===== src/rtl/atc_pkg.sv =====
package atc_pkg;
  typedef enum logic [1:0] {
    PH_CAPTURE = 2'd0,
    PH_REFINE  = 2'd1,
    PH_REPLAY  = 2'd2
  } phase_e;

  typedef struct packed {
    logic writeEn;
    logic captureRaw;
    logic driveTemplate;
  } strobe_t;
endpackage


===== src/rtl/atc_ctrl.sv =====
module atc_ctrl
  import atc_pkg::*;
#(
  parameter int LEN       = 32,
  parameter int NUM_BANKS = 4,
  parameter int ITER_W    = 8,
  localparam int AW = (LEN > 1) ? $clog2(LEN) : 1,
  localparam int BW = (NUM_BANKS > 1) ? $clog2(NUM_BANKS) : 1
) (
  input  logic              clk,
  input  logic              rstN,
  input  logic              trigger,
  input  logic              recal,
  input  logic              sampleEn,
  input  logic [BW-1:0]     bankSel,
  input  logic [ITER_W-1:0] iterLimit,
  output strobe_t           strobes,
  output logic [AW-1:0]     addr,
  output logic [BW-1:0]     bankQ,
  output phase_e            phase,
  output logic [ITER_W-1:0] iterDone,
  output logic              overlapErr
);
  logic active;
  logic tick;
  logic lastSample;

  assign tick       = active & sampleEn;
  assign lastSample = (addr == AW'(LEN - 1));

  always_comb begin
    strobes.writeEn       = tick && (phase != PH_REPLAY);
    strobes.captureRaw    = (phase == PH_CAPTURE);
    strobes.driveTemplate = active && (phase != PH_CAPTURE);
  end

  always_ff @(posedge clk) begin
    if (!rstN) begin
      phase      <= PH_CAPTURE;
      iterDone   <= '0;
      active     <= 1'b0;
      addr       <= '0;
      bankQ      <= '0;
      overlapErr <= 1'b0;
    end else if (recal) begin
      phase      <= PH_CAPTURE;
      iterDone   <= '0;
      active     <= 1'b0;
      addr       <= '0;
      overlapErr <= 1'b0;
    end else begin
      if (trigger) begin
        if (active) begin
          overlapErr <= 1'b1;
        end else begin
          active <= 1'b1;
          addr   <= '0;
          bankQ  <= bankSel;
        end
      end
      if (tick) begin
        if (lastSample) begin
          active <= 1'b0;
          addr   <= '0;
          unique case (phase)
            PH_CAPTURE: phase <= (iterLimit == '0) ? PH_REPLAY : PH_REFINE;
            PH_REFINE: begin
              iterDone <= iterDone + ITER_W'(1);
              if ((iterDone + ITER_W'(1)) >= iterLimit) phase <= PH_REPLAY;
            end
            default: phase <= PH_REPLAY;
          endcase
        end else begin
          addr <= addr + AW'(1);
        end
      end
    end
  end

  assert_start_window_R1: assert property (@(posedge clk) disable iff (!rstN)
    (trigger && !active && !recal) |=> (active && addr == '0));

  assert_iter_bound_R5: assert property (@(posedge clk) disable iff (!rstN || recal)
    iterDone <= iterLimit);

  assert_replay_holds_R6: assert property (@(posedge clk) disable iff (!rstN)
    (phase == PH_REPLAY && !recal) |=> (phase == PH_REPLAY));

  assert_overlap_sticky_R8: assert property (@(posedge clk) disable iff (!rstN)
    (overlapErr && !recal) |=> overlapErr);

  assert_recal_R9: assert property (@(posedge clk) disable iff (!rstN)
    recal |=> (phase == PH_CAPTURE && !active && iterDone == '0 && !overlapErr));
endmodule


===== src/rtl/atc_datapath.sv =====
module atc_datapath
  import atc_pkg::*;
#(
  parameter int DW         = 12,
  parameter int LEN        = 32,
  parameter int NUM_BANKS  = 4,
  parameter int TRUNC_BITS = 2,
  localparam int AW    = (LEN > 1) ? $clog2(LEN) : 1,
  localparam int BW    = (NUM_BANKS > 1) ? $clog2(NUM_BANKS) : 1,
  localparam int DEPTH = LEN * NUM_BANKS,
  localparam int IW    = (DEPTH > 1) ? $clog2(DEPTH) : 1
) (
  input  logic          clk,
  input  logic          rstN,
  input  strobe_t       strobes,
  input  logic [AW-1:0] addr,
  input  logic [BW-1:0] bank,
  input  logic          coarseMode,
  input  logic [DW-1:0] adcCode,
  output logic [DW-1:0] dacCode
);
  localparam logic [DW-1:0] MID    = DW'(1) << (DW - 1);
  localparam logic [DW-1:0] MAXC   = '1;
  localparam logic [DW-1:0] KEEP_C = MAXC << TRUNC_BITS;

  logic [DW-1:0] mem [DEPTH];
  logic [IW-1:0] idx;
  logic [DW-1:0] rdVal;
  logic signed [DW+1:0] sum;
  logic [DW-1:0] satVal;
  logic [DW-1:0] newVal;
  logic [DW-1:0] wrVal;

  assign idx   = IW'(bank) * IW'(LEN) + IW'(addr);
  assign rdVal = mem[idx];
  assign dacCode = strobes.driveTemplate ? rdVal : MID;

  always_comb begin
    sum = $signed({2'b00, rdVal}) + $signed({2'b00, adcCode}) - $signed({2'b00, MID});
    if (sum < 0)                               satVal = '0;
    else if (sum > $signed({2'b00, MAXC}))     satVal = MAXC;
    else                                       satVal = sum[DW-1:0];
    newVal = strobes.captureRaw ? adcCode : satVal;
    wrVal  = coarseMode ? (newVal & KEEP_C) : newVal;
  end

  always_ff @(posedge clk) begin
    if (!rstN) begin
      for (int i = 0; i < DEPTH; i++) mem[i] <= MID;
    end else if (strobes.writeEn) begin
      mem[idx] <= wrVal;
    end
  end

  assert_zero_residue_R3: assert property (@(posedge clk) disable iff (!rstN)
    (strobes.writeEn && !strobes.captureRaw && !coarseMode && adcCode == MID)
      |=> (mem[$past(idx)] == $past(rdVal)));

  assert_coarse_store_R7: assert property (@(posedge clk) disable iff (!rstN)
    (strobes.writeEn && coarseMode) |=> (mem[$past(idx)][TRUNC_BITS-1:0] == '0));
endmodule


===== src/rtl/artifact_template_ctrl.sv =====
module artifact_template_ctrl
  import atc_pkg::*;
#(
  parameter int DW         = 12,
  parameter int LEN        = 32,
  parameter int NUM_BANKS  = 4,
  parameter int ITER_W     = 8,
  parameter int TRUNC_BITS = 2,
  localparam int AW = (LEN > 1) ? $clog2(LEN) : 1,
  localparam int BW = (NUM_BANKS > 1) ? $clog2(NUM_BANKS) : 1
) (
  input  logic              clk,
  input  logic              rstN,
  input  logic              trigger,
  input  logic              recal,
  input  logic              sampleEn,
  input  logic              coarseMode,
  input  logic [BW-1:0]     bankSel,
  input  logic [ITER_W-1:0] iterLimit,
  input  logic [DW-1:0]     adcCode,
  output logic [DW-1:0]     dacCode,
  output logic [1:0]        phase,
  output logic [ITER_W-1:0] iterDone,
  output logic              overlapErr
);
  strobe_t       strobes;
  logic [AW-1:0] addr;
  logic [BW-1:0] bankQ;
  phase_e        phaseQ;

  atc_ctrl #(.LEN(LEN), .NUM_BANKS(NUM_BANKS), .ITER_W(ITER_W)) u_ctrl (
    .clk(clk), .rstN(rstN), .trigger(trigger), .recal(recal),
    .sampleEn(sampleEn), .bankSel(bankSel), .iterLimit(iterLimit),
    .strobes(strobes), .addr(addr), .bankQ(bankQ), .phase(phaseQ),
    .iterDone(iterDone), .overlapErr(overlapErr)
  );

  atc_datapath #(.DW(DW), .LEN(LEN), .NUM_BANKS(NUM_BANKS), .TRUNC_BITS(TRUNC_BITS)) u_dp (
    .clk(clk), .rstN(rstN), .strobes(strobes), .addr(addr), .bank(bankQ),
    .coarseMode(coarseMode), .adcCode(adcCode), .dacCode(dacCode)
  );

  assign phase = phaseQ;
endmodule


===== config.mk =====
export PLATFORM = sky130hd
export DESIGN_NAME = artifact_template_ctrl
export DESIGN_NICKNAME = d
export VERILOG_FILES = /design/src/rtl/atc_pkg.sv /design/src/rtl/atc_ctrl.sv /design/src/rtl/atc_datapath.sv /design/src/rtl/artifact_template_ctrl.sv
export SDC_FILE = /design/constraint.sdc
export NUM_CORES = 2
export LEC_CHECK = 0
export BUFFER_PORTS_ARGS = -buffer_cell sky130_fd_sc_hd__buf_2
export CAP_MARGIN = 10
export CORE_MARGIN = 1.5
export CORE_UTILIZATION = 35
export CTS_BUF_LIST = sky130_fd_sc_hd__clkbuf_4
export DETAILED_ROUTE_END_ITERATION = 7
export PLACE_DENSITY_LB_ADDON = 0.12
export SYNTH_ARGS = -nofsm -noshare
export SYNTH_HDL_FRONTEND = slang
export SYNTH_SLANG_ARGS = --single-unit

===== constraint.sdc =====
create_clock -name clk -period 14.2 [get_ports clk]
set_clock_uncertainty 0.15 [all_clocks]
set_input_delay 2.13 -clock clk [delete_from_list [all_inputs] [get_ports clk]]
set_output_delay 2.13 -clock clk [all_outputs]
set_load 0.05 [all_outputs]

==> qor.txt <==
OUTCOME
-------------------------------------------------------------------------------------------
Outcome                                                                        finished clean

SYNTHESIS
-------------------------------------------------------------------------------------------
Number of nets produced by synthesis                                                   5588
Summed instance area of the synthesized netlist                                  69800 um^2
Synthesized flop and latch total                                                       1555
EDFF count, synth                                                                      1536
Post-Syn Instances                                                                     5525
Post-synthesis cell type count                                                           84
Syn. warnings                                                                             0
Average cell area after synthesis                                                 12.6 um^2
Sequential element share of the synthesized area                                      0.666
FFs w/ async S/R, synth                                                                   0
Most used DFF post-synth                                                           edfxtp_1

CTS
-------------------------------------------------------------------------------------------
Clock-pin transition on the worst setup and hold timing paths                         70 ps
Master cell of the clock root buffer                                               clkbuf_4
Buffers inserted during post-CTS setup optimization                                       0
Worst-skew pair later-pin latency                                                   1430 ps
CTS sink count                                                                         1555
Maximum clock path buffer count                                                           4
Number of buffers added to fix hold violations after cts                                  0
Max H-tree Level                                                                          5
Number of resized instances in the post-cts repair step                                   0
Clock tree from TritonCTS                                                             built
CTS buffer count                                                                        441

POWER
-------------------------------------------------------------------------------------------
Leakage power figure                                                                26.0 nW
Maximum ir drop on the vdd rail                                                 0.0000928 V
Combinational group share of total power                                              0.050
Power share of the clock group                                                        0.418
Internal power of the cells                                                       0.00752 W
Power Dens Cells                                                                129 nW/um^2
Fraction of power spent switching nets                                                0.244
Switching power summed over all nets                                              0.00242 W
Relative contribution of sequential cells to total power                              0.531

GLOBAL ROUTE
-------------------------------------------------------------------------------------------
Maximum number of pins on one net before global-route repair                            129
Overflow left after global routing                                                        0
Via count of the first global-routing pass                                            48600
First-pass GRT wire length                                                           385 mm
Antenna violations before repair                                                          9
Total Routing Usage GR                                                                0.268

CRITICAL PATH
-------------------------------------------------------------------------------------------
Delay of the slowest critical-path stage                                            1010 ps
Data required, critical path                                                       15090 ps
Worst path most repeated cell                                                         buf_4
Cell Chain, Critical Path                                                      buf_4 > buf_4 > mux2_2 > a22oi_1 > nor2_1 > a221oi_1 > o21ai_0 > nor4_1 > o211ai_1 > ha_1 > ha_1 > inv_1 > fa_1 > nor2b_1 > o21a_1 > o21ai_1 > a211oi_2 > o221ai_1 > and2_1 > a31o_4 > buf_4 > nor2_1
Crit path max fanout                                                                     72
Startpoint type of the worst setup path                                                flop
Worst Path Class, Setup                                                             reg2reg
Arrival time at the worst endpoint                                                 11040 ps
Crit-path leading delay family                                                 compound AO/OA/AOI/OAI gates
Worst setup EP type                                                                    flop
Slowest library cell on the worst path                                               nor4_1
Worst Path Buf+Inv                                                                        4

DETAILED ROUTING
-------------------------------------------------------------------------------------------
Met3 wire length                                                                    23.4 mm
DRC violation count after routing                                                         0
Met2 wirelength from detailed routing                                                125 mm
Total number of vias                                                                  49400
Per-cell routed wire length                                                         32.3 um
Top metal layer carrying routed signals                                                met5
First-pass iteration count of the detailed router                                         8
Post-route met1 wirelength                                                           116 mm
Routed via count divided by cell count                                                 5.77
Number of design-rule violations left by the first detailed-router iteration           5884
Total Wirelength                                                                     277 mm
Routed Antenna Nets                                                                       0

LAYOUT
-------------------------------------------------------------------------------------------
Share of layout cells above drive strength 1                                          0.200
Area growth from synthesis to layout                                                  10.8%
Finished Core Util                                                                    0.391
Number of fillers in the final layout                                                 19300
Post-layout nets                                                                       5647

TIMING
-------------------------------------------------------------------------------------------
Achievable clock frequency                                                       0.0985 GHz
Max Slew Vio Count                                                                        0
Relative slew margins                                                                 0.107
Worst Setup Slack, final                                                            4050 ps
Final Hold Viols                                                                          0
Sum of negative setup slack                                                            0 ps
RSZ-0062 raised after global routing                                                     no
Pin slew with the least headroom to its limit                                       1300 ps
Final setup vio count                                                                     0
Period minus WS final                                                              10150 ps
Period utilization                                                                    0.715

PLACED DESIGN
-------------------------------------------------------------------------------------------
Weighted congestion at the end of routability-driven global placement                 0.904
Half-perimeter wire length of the detailed placement result                          162 mm
Count of buffers from port buffering                                                     50
Setup WS pre-CTS                                                                    4250 ps

FLOORPLANNING
-------------------------------------------------------------------------------------------
Total Die Area                                                                  202000 um^2
Initial cell density of the core                                                      0.353
Die outline width                                                                    450 um
Height of the chip                                                                   450 um
Core area                                                                       198000 um^2
Site Rows                                                                               163
Number of top-level pins                                                                 51

WORST HOLD PATH
-------------------------------------------------------------------------------------------
Class of the tightest hold or removal check                                         reg2reg

JOB
-------------------------------------------------------------------------------------------
Max capacitance violation total                                                           0

==> synthesized netlist by cell type (6+ instances only) <==
| cell type | instances | area, um^2 |
|---|---|---|
| clkbuf_1 | 202 | 758 |
| o21ai_1 | 6 | 30.0 |
| buf_1 | 21 | 78.8 |
| nor4_1 | 7 | 43.8 |
| xnor2_1 | 9 | 78.8 |
| inv_1 | 23 | 86.3 |
| a2111oi_0 | 6 | 52.6 |
| a211oi_1 | 15 | 113 |
| nor2_1 | 1580 | 5930 |
| o22ai_1 | 49 | 307 |
| a221oi_1 | 234 | 2050 |
| dfxtp_1 | 19 | 380 |
| mux2i_1 | 140 | 1400 |
| xor2_1 | 10 | 87.6 |
| o21ai_0 | 99 | 495 |
| ha_1 | 34 | 425 |
| o221ai_1 | 20 | 175 |
| or3_1 | 8 | 50.1 |
| nand2b_1 | 9 | 56.3 |
| buf_2 | 266 | 1330 |
| o211ai_1 | 10 | 75.1 |
| a221oi_2 | 6 | 90.1 |
| a221o_1 | 26 | 260 |
| a22o_1 | 13 | 114 |
| mux4_2 | 113 | 2540 |
| buf_4 | 32 | 240 |
| nor3_1 | 26 | 130 |
| o22a_1 | 10 | 87.6 |
| nor2b_1 | 20 | 125 |
| and2_1 | 8 | 50.1 |
| nand3_1 | 154 | 771 |
| a31oi_1 | 8 | 50.1 |
| a22oi_1 | 81 | 608 |
| a21oi_1 | 95 | 475 |
| mux2_2 | 109 | 1230 |
| a211o_1 | 7 | 61.3 |
| edfxtp_1 | 1536 | 46100 |
| nand2_1 | 367 | 1380 |
| buf_6 | 47 | 529 |
==> worst paths after layout <==
kind                            from            endpoint  cells past startpoint  slack [ps]
setup / recovery      u_ctrl.addr[2]      u_dp.mem[2][5]                     22        4050
hold / removal    u_ctrl.iterDone[1]  u_ctrl.iterDone[1]                      2         420
setup reg to reg      u_ctrl.addr[2]      u_dp.mem[2][5]                     22        4050
hold reg to reg   u_ctrl.iterDone[1]  u_ctrl.iterDone[1]                      2         420
==> flip-flops by register name, summed over array words and instances (netlist names) <==
name and cells:
u_ctrl.phase 2, u_ctrl.overlapErr 1, u_ctrl.iterDone 8, u_ctrl.active 1, u_ctrl.addr 5, u_dp.mem 1536, u_ctrl.bankQ 2
==> metrics by stage <==
stage          cells  instance area [um^2]  power [W]  hold slack (ps)
2_1_floorplan   5525                 69800    0.00564              448
5_1_grt         8556                 77400     0.0103              459
6_report        8558                 77400    0.00995              421
3_5_place_dp    7781                 71900    0.00588              417
3_3_place_gp    7780                 71800    0.00587              395
4_1_cts         8553                 77400     0.0100              430
==> metal layers <==
metal,vias to the layer above,global-route usage
met5,-,0
met4,6,0.113
met3,541,0.0578
met2,2565,0.416
met1,25600,0.363
li1,20700,-
==> worst register-to-register path, delay by kind of cell (launching register included) <==
| family | cells | cell delay, ps |
|---|---|---|
| compound gates | 9 | 3620 |
| simple gates | 5 | 1650 |
| mux | 1 | 450 |
| flops | 1 | 910 |
| fa+ha+maj | 3 | 830 |
| buf+inv | 4 | 2190 |
==> cell families (layout without fill, tap and decap cells) <==
family,after synthesis,in the layout,synth area share
AOI/OAI and AO/OA,739,739,0.0795
DFF,1555,1555,0.666
muxes,369,369,0.0754
other,0,5,0
xor gates and xnor gates,19,19,0.00238
and+or+nand+nor,2211,2211,0.126
adders and majority gates,35,35,0.00638
buffers and inverters,597,985,0.0444
==> final cells by class <==
class	count	area, um^2	share of cell area
tap	2640	3300	0.0427
antenna	5	12.5	0.000162
clock buffer	684	5130	0.0664
multi-input combinational	3373	20500	0.265
sequential	1555	46500	0.601
timing repair buffer	188	1460	0.0188
inverter	25	101	0.00131
clock inverter	88	367	0.00474
==> placed cells by master, fill, tap and decap left out, drive strengths merged, types with 13 or more instances in the layout <==
master,count
nor2,1582
edfxtp,1536
clkbuf,684
nand2,368
a221oi,240
buf,188
nand3,154
mux2i,140
mux2,116
mux4,113
o21ai,105
a21oi,95
a22oi,82
clkinv,81
o22ai,49
ha,34
inv,30
nor3,27
a221o,26
o221ai,20
nor2b,20
dfxtp,19
a211oi,16
a22o,13
==> power groups by stage <==
stage / Combinational, W / Clock [W] / Sequential (W)
floorplan: 0.000285 / 0 / 0.00536
global placement: 0.000498 / 0 / 0.00538
detailed placement: 0.000498 / 0 / 0.00538
CTS: 0.000500 / 0.00423 / 0.00528
global route: 0.000523 / 0.00446 / 0.00530
finish: 0.000500 / 0.00416 / 0.00528
(Power assumes the default switching activity.)
